<file path="src/rtl/hsd_pkg.sv">
package hsd_pkg;

    typedef enum logic [1:0] {
        DEC_CLEAN = 2'd0,
        DEC_FIXED = 2'd1,
        DEC_FATAL = 2'd2
    } dec_stat_e;

    typedef enum logic {
        CH_EMPTY = 1'b0,
        CH_FULL  = 1'b1
    } ch_state_e;

    function automatic bit is_pow2(int unsigned p);
        return (p != 0) && ((p & (p - 1)) == 0);
    endfunction

    // Smallest number of check bits r with 2^r >= data + r + 1.
    function automatic int unsigned chk_bits(int unsigned dw);
        int unsigned res;
        bit          found;
        res   = 16;
        found = 1'b0;
        for (int unsigned r = 1; r < 16; r++) begin
            if (!found && ((32'd1 << r) >= dw + r + 1)) begin
                res   = r;
                found = 1'b1;
            end
        end
        return res;
    endfunction

    // Codeword position of data bit idx: the idx-th non power of two above 0.
    function automatic int unsigned data_pos(int unsigned idx);
        int unsigned cnt;
        int unsigned res;
        bit          found;
        cnt   = 0;
        res   = 0;
        found = 1'b0;
        for (int unsigned p = 1; p < 64; p++) begin
            if (!is_pow2(p)) begin
                if (!found && cnt == idx) begin
                    res   = p;
                    found = 1'b1;
                end
                cnt++;
            end
        end
        return res;
    endfunction

    // Data bit index held at codeword position p (p not a power of two).
    function automatic int unsigned data_idx(int unsigned p);
        int unsigned cnt;
        cnt = 0;
        for (int unsigned q = 1; q < 64; q++) begin
            if (q < p && !is_pow2(q)) cnt++;
        end
        return cnt;
    endfunction

    // Positions covered by check k: every index with bit k set.
    function automatic logic [63:0] cover_mask(int unsigned k);
        logic [63:0] m;
        m = '0;
        for (int unsigned p = 1; p < 64; p++) begin
            if (((p >> k) & 1) == 1) m = m | (64'd1 << p);
        end
        return m;
    endfunction

endpackage

</file>
<file path="src/rtl/hsd_encoder.sv">
module hsd_encoder
    import hsd_pkg::*;
#(
    parameter int unsigned DATA_W = 8,
    parameter int unsigned CHK_W  = chk_bits(DATA_W),
    parameter int unsigned CW_W   = DATA_W + CHK_W + 1
) (
    input  logic [DATA_W-1:0] data_i,
    output logic [CW_W-1:0]   code_o
);

    logic [CW_W-1:1] placed;
    logic [CW_W-1:1] body;
    logic [CHK_W-1:0] chk;

    // Scatter data onto non power-of-two positions; check slots stay zero.
    for (genvar p = 1; p < CW_W; p++) begin : g_place
        if (is_pow2(p)) begin : g_slot
            assign placed[p] = 1'b0;
        end else begin : g_data
            localparam int unsigned DI = data_idx(p);
            assign placed[p] = data_i[DI];
        end
    end

    for (genvar k = 0; k < CHK_W; k++) begin : g_chk
        localparam logic [63:0] CM = cover_mask(k);
        assign chk[k] = ^(placed & CM[CW_W-1:1]);
    end

    for (genvar p = 1; p < CW_W; p++) begin : g_body
        if (is_pow2(p)) begin : g_c
            assign body[p] = chk[$clog2(p)];
        end else begin : g_d
            assign body[p] = placed[p];
        end
    end

    assign code_o = {body, ^body};

endmodule

</file>
<file path="src/rtl/hsd_syndrome.sv">
module hsd_syndrome
    import hsd_pkg::*;
#(
    parameter int unsigned DATA_W = 8,
    parameter int unsigned CHK_W  = chk_bits(DATA_W),
    parameter int unsigned CW_W   = DATA_W + CHK_W + 1
) (
    input  logic [CW_W-1:0]  code_i,
    output logic [CHK_W-1:0] syn_o,
    output logic             par_err_o
);

    for (genvar k = 0; k < CHK_W; k++) begin : g_syn
        localparam logic [63:0] CM = cover_mask(k);
        assign syn_o[k] = ^(code_i & CM[CW_W-1:0]);
    end

    assign par_err_o = ^code_i;

endmodule

</file>
<file path="src/rtl/hsd_corrector.sv">
module hsd_corrector
    import hsd_pkg::*;
#(
    parameter int unsigned DATA_W = 8,
    parameter int unsigned CHK_W  = chk_bits(DATA_W),
    parameter int unsigned CW_W   = DATA_W + CHK_W + 1
) (
    input  logic [CW_W-1:0]   code_i,
    input  logic [CHK_W-1:0]  syn_i,
    input  logic              par_err_i,
    output logic [DATA_W-1:0] data_o,
    output logic [CHK_W-1:0]  pos_o,
    output logic [1:0]        status_o
);

    logic            syn_zero;
    logic            syn_in_range;
    logic            fix_en;
    logic [CW_W-1:0] flip;
    logic [CW_W-1:0] fixed;
    dec_stat_e       stat;

    assign syn_zero     = (syn_i == '0);
    assign syn_in_range = (syn_i <= CHK_W'(CW_W - 1));
    assign fix_en       = par_err_i && !syn_zero && syn_in_range;

    for (genvar p = 0; p < CW_W; p++) begin : g_flip
        assign flip[p] = fix_en && (syn_i == CHK_W'(p));
    end

    assign fixed = code_i ^ flip;

    for (genvar i = 0; i < DATA_W; i++) begin : g_get
        localparam int unsigned DP = data_pos(i);
        assign data_o[i] = fixed[DP];
    end

    always_comb begin
        unique case ({par_err_i, syn_zero})
            2'b01:   stat = DEC_CLEAN;
            2'b11:   stat = DEC_FIXED;
            2'b10:   stat = syn_in_range ? DEC_FIXED : DEC_FATAL;
            default: stat = DEC_FATAL;
        endcase
    end

    assign status_o = stat;
    assign pos_o    = fix_en ? syn_i : '0;

endmodule

</file>
<file path="src/rtl/hsd_chan_reg.sv">
module hsd_chan_reg
    import hsd_pkg::*;
#(
    parameter int unsigned W = 13
) (
    input  logic         clk,
    input  logic         rst_n,
    input  logic         load_i,
    input  logic [W-1:0] data_i,
    output logic         valid_o,
    output logic [W-1:0] data_o
);

    ch_state_e    state_q;
    ch_state_e    state_d;
    logic [W-1:0] pay_q;

    always_comb begin
        unique case (state_q)
            CH_EMPTY: state_d = load_i ? CH_FULL : CH_EMPTY;
            CH_FULL:  state_d = load_i ? CH_FULL : CH_EMPTY;
            default:  state_d = CH_EMPTY;
        endcase
    end

    always_ff @(posedge clk or negedge rst_n) begin
        if (!rst_n) begin
            state_q <= CH_EMPTY;
            pay_q   <= '0;
        end else begin
            state_q <= state_d;
            if (load_i) pay_q <= data_i;
        end
    end

    always_comb begin
        valid_o = (state_q == CH_FULL);
        data_o  = pay_q;
    end

endmodule

</file>
<file path="src/rtl/hsd_codec.sv">
module hsd_codec
    import hsd_pkg::*;
#(
    parameter  int unsigned DATA_W = 8,
    localparam int unsigned CHK_W  = chk_bits(DATA_W),
    localparam int unsigned CW_W   = DATA_W + CHK_W + 1
) (
    input  logic              clk,
    input  logic              rst_n,
    input  logic              enc_valid_i,
    input  logic [DATA_W-1:0] enc_data_i,
    output logic              enc_valid_o,
    output logic [CW_W-1:0]   enc_code_o,
    input  logic              dec_valid_i,
    input  logic [CW_W-1:0]   dec_code_i,
    output logic              dec_valid_o,
    output logic [DATA_W-1:0] dec_data_o,
    output logic [CHK_W-1:0]  dec_pos_o,
    output logic [1:0]        dec_status_o,
    output logic              dec_ok_o
);

    localparam int unsigned DPAY_W = DATA_W + CHK_W + 2;

    logic [CW_W-1:0]   enc_code;
    logic [CHK_W-1:0]  syn;
    logic              par_err;
    logic [DATA_W-1:0] cor_data;
    logic [CHK_W-1:0]  cor_pos;
    logic [1:0]        cor_stat;
    logic [DPAY_W-1:0] dpay_q;

    hsd_encoder #(.DATA_W(DATA_W), .CHK_W(CHK_W), .CW_W(CW_W)) u_enc (
        .data_i (enc_data_i),
        .code_o (enc_code)
    );

    hsd_chan_reg #(.W(CW_W)) u_enc_reg (
        .clk     (clk),
        .rst_n   (rst_n),
        .load_i  (enc_valid_i),
        .data_i  (enc_code),
        .valid_o (enc_valid_o),
        .data_o  (enc_code_o)
    );

    hsd_syndrome #(.DATA_W(DATA_W), .CHK_W(CHK_W), .CW_W(CW_W)) u_syn (
        .code_i    (dec_code_i),
        .syn_o     (syn),
        .par_err_o (par_err)
    );

    hsd_corrector #(.DATA_W(DATA_W), .CHK_W(CHK_W), .CW_W(CW_W)) u_cor (
        .code_i    (dec_code_i),
        .syn_i     (syn),
        .par_err_i (par_err),
        .data_o    (cor_data),
        .pos_o     (cor_pos),
        .status_o  (cor_stat)
    );

    hsd_chan_reg #(.W(DPAY_W)) u_dec_reg (
        .clk     (clk),
        .rst_n   (rst_n),
        .load_i  (dec_valid_i),
        .data_i  ({cor_data, cor_pos, cor_stat}),
        .valid_o (dec_valid_o),
        .data_o  (dpay_q)
    );

    assign {dec_data_o, dec_pos_o, dec_status_o} = dpay_q;
    assign dec_ok_o = dec_valid_o && (dec_status_o != 2'(DEC_FATAL));

endmodule

</file>
<file path="config.mk">
export PLATFORM = sky130hd
export DESIGN_NAME = hsd_codec
export DESIGN_NICKNAME = d
export VERILOG_FILES = /design/src/rtl/hsd_pkg.sv /design/src/rtl/hsd_encoder.sv /design/src/rtl/hsd_syndrome.sv /design/src/rtl/hsd_corrector.sv /design/src/rtl/hsd_chan_reg.sv /design/src/rtl/hsd_codec.sv
export SDC_FILE = /design/constraint.sdc
export NUM_CORES = 1
export LEC_CHECK = 0
export ABC_AREA = 1
export BUFFER_PORTS_ARGS = -buffer_cell sky130_fd_sc_hd__clkbuf_2
export CORE_AREA = 2 2 64 73
export CTS_CLUSTER_SIZE = 14
export DETAILED_ROUTE_END_ITERATION = 16
export DIE_AREA = 0 0 66 75
export GPL_TIMING_DRIVEN = 0
export PLACE_DENSITY = 0.85
export RECOVER_POWER = 100
export SLEW_MARGIN = 20
export SYNTH_ARGS = -nofsm -noshare
export SYNTH_HDL_FRONTEND = slang
export SYNTH_SLANG_ARGS = --single-unit
</file>
<file path="constraint.sdc">
create_clock -name clk -period 0.8 [get_ports clk]
set_input_delay 0.16 -clock clk [delete_from_list [all_inputs] [get_ports clk]]
set_output_delay 0.16 -clock clk [all_outputs]
set_load 0.02 [all_outputs]
</file>
==> results of run 1 <==
## registers in the layout, summed over array words and instances, names as in the netlist
| register | cells |
|---|---|
| u_dec_reg.data_o | 14 |
| u_dec_reg.valid_o | 1 |
| u_enc_reg.data_o | 13 |
| u_enc_reg.valid_o | 1 |
## synth_stat cells (all sizes together), types with 4 or more instances
library cell / instances / area share [%]
nor2: 11 / 3.1
nand3: 25 / 6.8
xor2: 8 / 3.7
inv: 21 / 4.1
dfrtp: 29 / 38
xnor2: 8 / 3.7
clkbuf: 4 / 1.4
o21ai: 9 / 2.3
nand4: 7 / 2.3
nand2: 152 / 32
## layout make-up
cell class | instances | area (um2) | area share [%]
timing repair buffer | 97 | 962 | 26.6
clock buffer | 7 | 96.3 | 2.66
sequential | 29 | 729 | 20.2
inverter | 21 | 136 | 3.77
clock inverter | 1 | 5.00 | 0.138
buffer | 6 | 66.3 | 1.83
tap | 54 | 67.6 | 1.87
multi-input combinational | 225 | 1560 | 43.0
## worst max-delay path: stages
cell,delay (ns)
clkbuf_8,0.14
inv_6,0.06
nand2_2,0.06
nand2_4,0.12
nand2_4,0.07
nand2_4,0.10
nand2_2,0.07
nand2_4,0.09
nand2_1,0.10
nor2_1,0.23
nand4_1,0.20
nand2_1,0.12
nand3_2,0.06
nand2_1,0.07
## power by group
| group | internal, mW | switching (mW) | total (mW) |
|---|---|---|---|
| sequential | 1.67 | 0.161 | 1.83 |
| clock | 0.776 | 0.552 | 1.33 |
| combinational | 1.46 | 1.62 | 3.08 |
| total | 3.91 | 2.33 | 6.24 |
## cell families (layout without fill, tap and decap cells)
logic type | count (synthesis) | count (layout) | synth area share [%]
AOI/OAI and AO/OA | 13 | 13 | 3.85
buffers and inverters | 27 | 132 | 6.58
DFF | 29 | 29 | 37.8
and+or+nand+nor | 196 | 196 | 44.5
xor gates and xnor gates | 16 | 16 | 7.30
## worst paths after layout
kind,startpoint,endpoint,cells past startpoint
setup / recovery,dec_code_i[6],u_dec_reg.data_o[10],14
hold / removal,rst_n,u_enc_reg.data_o[3],1
setup reg to reg,u_dec_reg.data_o[3],u_dec_reg.data_o[3],4
hold reg to reg,u_enc_reg.data_o[8],u_enc_reg.data_o[8],2
max in group asynchronous,rst_n,u_dec_reg.data_o[0],1
min in group clk,enc_valid_i,u_enc_reg.valid_o,1
## repair_timing
action                     in CTS  in global routing
hold endpoints to repair       29                 29
gates cloned                    0                  0
resized for setup             111                115
setup endpoints to repair      48                 56
setup buffers                  31                 16
pin swaps                      42                 45
## per-stage QoR
| step | total power, mW | worst slack, ns |
|---|---|---|
| after global routing | 6.51 | -0.685 |
| final | 6.24 | -0.649 |
| after detailed placement | 3.52 | -0.935 |
| after CTS | 5.56 | -0.461 |
| after global placement | 3.47 | -0.907 |
| after floorplan | 2.99 | -0.601 |
## metal layers
metal,vias to the layer above,GRT usage [%],wire [um]
met2,105,52.2,4310
met3,37,5.08,336
met1,1161,24.9,2320
met5,-,0,0
met4,0,12.0,402
li1,1089,-,-
==> impl_metrics.ini, run 1 <==
[final_layout]
final_common_cell = nand2_1
area_delta_synth_final_pct = 88.5
final_cells = 440
fin_nets = 410
nFillCells = 211
final_area_um2 = 3620
drive_above_1_share_pct = 57.3
fin_util_pct = 86.3
final_cell_mix = nand2_1 (91), buf_4 (39), nand2_2 (36)
antennaDiodeCount = 0

[global_routing]
grt_pass1_vias = 2286
grt_max_degree = 30
gr-total-overflow = 0
antenna_found_initial = 0
grt_pass1_wl_mm = 9.78
track_usage_pct = 25.8

[synth]
synth-seq-area-share_pct = 37.8
ys.flop_type = dfrtp_1
avgSynthCellArea_um2 = 6.83
ys_seq_elements = 29
synth_cell_types = 26
synth_enable_flop_cells = 0
syn_area_um2 = 1920
syn_inst = 281
synth.net_count = 306
yosys_warnings = 0
async_flop_share_pct = 100

[sta]
post-route-period-util_pct = 181
rsz0062_at_grt = yes
post-route-min-period_ns = 1.45
maxSlewHeadroom_pct = 53.4
maxSlewViolCount = 0
skew_ns = 0
tns_ns = -13.42
holdWs_ns = -0.0849
fmax_mhz = 690
hold_viol = 29
fin_ws_ns = -0.649
setup_viol = 48
worst_pin_slew_ns = 0.699

[die]
dieArea_um2 = 4950
fp.dieH_um = 75
core_area_um2 = 4190
ios = 55
initial_core_util_pct = 45.8
placementRows = 25
die_w_um = 66

[cts]
htree_levels = 2
cts_tree = yes
clkSlewWorstSetupHoldPaths_ns = 0.06
cts_buffers = 5
clock_sinks = 29
clk_path_buf_depth = 2
clockRootBuffer = clkbuf_8
worst_skew_pair.late_latency_ns = 0.28

[worst_setup_path]
end_kind = register
worstPathArrival_ns = 1.66
crit_type = in -> reg
required_ns = 1.01
start_kind = primary input
critPathMaxFanout = 4
r2r_setup_slack_ns = -0.10

[route]
wire_per_inst_um = 16.8
vias = 2392
drt_first_pass_iters = 5
vias_per_cell = 5.44
drtAntennaViolNets = 0
drt_first_iter_violations = 113
detail_route.wirelength_mm = 7.37
drc = 0

[hold_path]
hold_class = in -> async

[place]
gp_congestion = 0.892
dp_hpwl_mm = 3.69
io_buffers = 52
dp.cells = 387
placed_area_um2 = 2390

[status]
failed_checks = negative hold slack, negative setup slack
run_status = finished, violations left

[power_and_ir_drop]
cellPowerDensity_nw_per_um2 = 1720
p_leak_nw = 1.84
ir_drop_uv = 809

[flow_run]
maxCapViolCount = 0
Note: power is estimated with default switching activity, not from simulation.
==> inputs of run 2 (changes only) <==
Settings changed: PLACE_DENSITY 0.85 to default, PLACE_DENSITY_LB_ADDON from default to 0.2.
==> impl_metrics.ini, run 2 (synthesis results as in run 1) <==
[worst_setup_path]
critPathMaxFanout = 6
end_kind = register
required_ns = 0.98
r2r_setup_slack_ns = -0.06
crit_path_start = dec_code_i[7]
crit_path_max_incr_delay_ns = 0.24
crit_type = in -> reg
critPathBufInv = 2
start_kind = primary input
rr_startpoint = u_dec_reg.data_o[8]
path_common_cell = nand2_4
cp_top_family = simple AND/OR/NAND/NOR gates
worstPathArrival_ns = 1.57
crit_slowest_cell = nor2_4
path_cells = clkbuf_16 > clkinv_8 > nand2_4 > nand2_4 > nand2_2 > nand2_4 > nand2_1 > nand2_2 > nor2_4 > nand2_4 > nand2_4 > nor2_4 > nand3_2 > nand3_2 > nand2_1

[cts]
clkSlewWorstSetupHoldPaths_ns = 0.06
cts_tree = yes
cts_buffers = 5
clockRootBuffer = clkbuf_8
clk_path_buf_depth = 2
htree_levels = 2
worst_skew_pair.late_latency_ns = 0.29
clock_sinks = 29

[sta]
post-route-min-period_ns = 1.39
fmax_mhz = 720
maxSlewHeadroom_pct = 51.0
holdWs_ns = -0.0786
fin_ws_ns = -0.589
hold_viol = 29
worst_pin_slew_ns = 0.734
setup_viol = 49
rsz0062_at_grt = yes
post-route-period-util_pct = 174
skew_ns = 0
maxSlewViolCount = 0
tns_ns = -13.03

[route]
vias = 2293
drtAntennaViolNets = 0
detail_route.wirelength_mm = 6.77
drc = 0
vias_per_cell = 5.25
drt_first_iter_violations = 140
wire_per_inst_um = 15.5
drt_first_pass_iters = 4

[global_routing]
antenna_found_initial = 0
grt_max_degree = 30
track_usage_pct = 25.1
grt_pass1_wl_mm = 9.45
grt_pass1_vias = 2131
gr-total-overflow = 0

[flow_run]
maxCapViolCount = 0

[final_layout]
area_delta_synth_final_pct = 85.9
fin_util_pct = 85.1
largest_reg_flops = 14
final_area_um2 = 3570
final_common_cell = nand2_1
antennaDiodeCount = 0
fin_nets = 407
final_cells = 437
seq_area_um2 = 729
drive_above_1_share_pct = 57.2
multi_input_area_um2 = 1530
final_cell_mix = nand2_1 (88), nand2_2 (39), buf_4 (38)
nFillCells = 218

[power_and_ir_drop]
cellPowerDensity_nw_per_um2 = 1690
intPower_mw = 3.75
power_frac_seq_pct = 30.4
p_sw_mw = 2.27
p_leak_nw = 1.82
p_comb_share_pct = 48.8
ir_drop_uv = 715
clock_power_share_pct = 20.7
p_sw_share_pct = 37.7

[die]
ios = 55
initial_core_util_pct = 45.8
dieArea_um2 = 4950
core_area_um2 = 4190
placementRows = 25
fp.dieH_um = 75
die_w_um = 66

[place]
io_buffers = 52
placed_area_um2 = 2390
dp_hpwl_mm = 3.58
dp.cells = 387
gp_congestion = 0.930

[status]
run_status = finished, violations left
failed_checks = negative hold slack, negative setup slack

[hold_path]
hold_class = in -> async
-- run 2: stage by stage --
stage	worst slack (ns)	total power [mW]	hold slack, ns
floorplan	-0.601	2.99	-0.136
global placement	-0.943	3.48	0.243
detailed placement	-0.973	3.52	0.250
CTS	-0.434	5.30	-0.0534
global route	-0.673	6.33	-0.0295
finish	-0.589	6.02	-0.0786
-- run 2: per-layer routing --
metal  vias to the layer above  share of wire, %  track usage, %
li1                       1080                 -               -
met1                      1081                35            27.6
met2                       104                56            46.6
met3                        28               5.3            4.63
met4                         0               3.5            12.5
met5                         -                 0               0
-- run 2: power by group through the flow --
stage	Combinational, mW	Clock, mW	Sequential [mW]
after floorplan	0.932	0	2.06
after global placement	1.68	0	1.81
after detailed placement	1.71	0	1.81
final	2.94	1.25	1.83
after global routing	3.14	1.34	1.85
after CTS	2.25	1.26	1.79
-- run 2: path summary, 6_finish.rpt --
| check | endpoint | cells past startpoint |
|---|---|---|
| worst max-delay path | u_dec_reg.data_o[9] | 15 |
| worst min-delay path | u_enc_reg.data_o[11] | 1 |
| worst max register to register | u_dec_reg.data_o[8] | 4 |
| worst min register to register | u_enc_reg.data_o[7] | 2 |
| max in group asynchronous | u_dec_reg.valid_o | 1 |
| min in group clk | u_enc_reg.valid_o | 1 |
-- run 2: timing repair --
item                                    4_1_cts  5_1_grt
setup buffers                                28       15
endpoints found under the setup margin       47       57
pin swaps                                    24       44
resized for setup                            98      137
hold endpoints to repair                     29       29
-- run 2: area by class of cell --
cell class | count | area share [%]
multi-input combinational | 225 | 42.8
timing repair buffer | 94 | 26.5
sequential | 29 | 20.4
inverter | 21 | 3.96
clock buffer | 8 | 2.53
buffer | 6 | 1.89
tap | 54 | 1.89
==> inputs of run 3 (changes only) <==
Settings changed: ABC_AREA 1 to default, CORE_AREA 2 2 64 73 to 2 2 62 70, DIE_AREA 0 0 66 75 to 0 0 64 72.
==> impl_metrics.ini, run 3 <==
[sta]
worst_pin_slew_ns = 0.714
rsz0062_at_grt = yes
hold_viol = 29
post-route-min-period_ns = 1.50
maxSlewHeadroom_pct = 52.4
holdWs_ns = -0.0739
fmax_mhz = 668
maxSlewViolCount = 0
setup_viol = 50
post-route-period-util_pct = 187
fin_ws_ns = -0.697
skew_ns = 0

[place]
io_buffers = 54
pre_cts_slack_ns = -1.16
dp.cells = 259
gp_congestion = 0.810
dp_hpwl_mm = 2.95

[final_layout]
antennaDiodeCount = 0
final_cells = 303
fin_util_pct = 86.8
final_common_cell = buf_6
multi_input_area_um2 = 1380
area_delta_synth_final_pct = 93.1
drive_above_1_share_pct = 63.3
largest_reg_flops = 14
fin_nets = 275
final_cell_mix = buf_6 (35), dfrtp_1 (25), buf_4 (24)
nFillCells = 150
seq_area_um2 = 731

[route]
drt_first_pass_iters = 5
vias = 1563
detail_route.wirelength_mm = 5.45
drc = 0
drtAntennaViolNets = 0
drt_first_iter_violations = 50
vias_per_cell = 5.16
wire_per_inst_um = 18.0

[worst_setup_path]
required_ns = 0.96
worstPathArrival_ns = 1.65
end_kind = register
start_kind = primary input
critPathMaxFanout = 4
crit_type = in -> reg
r2r_setup_slack_ns = -0.15

[hold_path]
hold_class = in -> async

[die]
placementRows = 24
dieArea_um2 = 4610
fp.dieH_um = 72
initial_core_util_pct = 45.0
die_w_um = 64
ios = 55
core_area_um2 = 3870

[synth]
synth_fa_ha_area_share_pct = 0
ys.flop_type = dfrtp_1
avgSynthCellArea_um2 = 11.4
synth_top_family_by_area = XOR/XNOR gates
yosys_warnings = 0
synth-compound-area-share_pct = 10.8
yosys.area.top_type_share_pct = 41.7
synth.net_count = 178
syn_area_um2 = 1740
synth_cell_types = 31
synth_commonest_cells = xnor2_1 (33), dfrtp_1 (29), a21oi_1 (20)
syn_inst = 153
yosys.cell_count.top_type = xnor2_1
synth-simple-area-share_pct = 9.77
ys_seq_elements = 29
yosys.area.top_type = dfrtp_1
async_flop_share_pct = 100
synth-seq-area-share_pct = 41.7
synth_enable_flop_cells = 0
synth_mux_area_share_pct = 7.11
yosys-top-cells-area = dfrtp_1 (42%), xnor2_1 (17%), mux2_2 (7.1%)
synthXorXnorAreaFrac_pct = 26.6

[global_routing]
grt_pass1_wl_mm = 7.57
grt_pass1_vias = 1555
track_usage_pct = 21.8
gr-total-overflow = 0
antenna_found_initial = 0
grt_max_degree = 30

[power_and_ir_drop]
p_leak_nw = 1.47
p_total_mw = 6.90
cellPowerDensity_nw_per_um2 = 2050
ir_drop_uv = 1410

[cts]
worst_skew_pair.late_latency_ns = 0.27
cts_tree = yes
clockRootBuffer = clkbuf_8
cts_buffers = 5
clkSlewWorstSetupHoldPaths_ns = 0.06
clk_path_buf_depth = 2
clock_sinks = 29
htree_levels = 2

[status]
run_status = finished, violations left
failed_checks = negative hold slack, negative setup slack

[flow_run]
maxCapViolCount = 0
[run 3: cell count changes after synthesis, moves of 11 or more]
cell,previous run,this run
nand2_1,140,9
xnor2_1,8,33
nand3_1,24,0
a21oi_1,0,20
inv_1,14,2
mux2_2,0,11
[run 3: cell families after synthesis]
| family | count (synthesis) |
|---|---|
| xor+xnor | 42 |
| simple gates | 34 |
| mux | 11 |
| flops | 29 |
| buf+inv | 8 |
| compound gates | 29 |
[run 3: path summary, 6_finish.rpt]
kind | start | to | cells past startpoint
hold / removal | rst_n | u_enc_reg.valid_o | 1
hold reg to reg | u_dec_reg.data_o[4] | u_dec_reg.data_o[4] | 1
min in group clk | enc_valid_i | u_enc_reg.valid_o | 1
setup / recovery | dec_code_i[5] | u_dec_reg.data_o[11] | 7
setup reg to reg | u_dec_reg.data_o[1] | u_dec_reg.data_o[1] | 3
max in group asynchronous | rst_n | u_enc_reg.data_o[5] | 1
[run 3: final cells by class]
cell class,count,area share [%]
Sequential cell,29,21.7
Clock buffer,8,2.38
Multi-Input combinational cell,116,40.9
Buffer,6,3.13
Timing Repair Buffer,90,29.7
Tap cell,52,1.93
Inverter,2,0.223
[run 3: power by group]
part           total [mW]  switching [mW]  leakage (nW)  internal (mW)
logic                3.82            1.70          1.09           2.12
registers            1.96           0.218         0.336           1.74
clock network        1.12           0.509        0.0395          0.616
[run 3: worst max-delay path, stage by stage]
cell     delay, ns
buf_12        0.12
xnor2_4       0.27
xnor2_2       0.13
or4_4         0.57
a21oi_4       0.17
xnor2_1       0.15
a21oi_1       0.09
[run 3: timing repair]
action                                  in CTS  in global routing
setup buffers                               24                 12
resized for setup                           80                 94
endpoints found under the hold margin       29                  9
cloned                                       0                  0
pin swaps                                   51                 21
endpoints found under the setup margin      48                 48
[run 3: per-stage QoR]
step / setup TNS (ns) / cell area [um2]
2_1_floorplan: -10.15 / 1970
3_3_place_gp: -16.88 / 2300
3_5_place_dp: -17.91 / 2300
4_1_cts: -14.63 / 3030
5_1_grt: -16.93 / 3360
6_report: -14.97 / 3360
[run 3: per-layer routing]
layer  track usage, %  share of wire, %
met5                0                 0
met1             23.9                36
met3             4.81               4.2
met4             10.1               2.3
met2             39.8                57
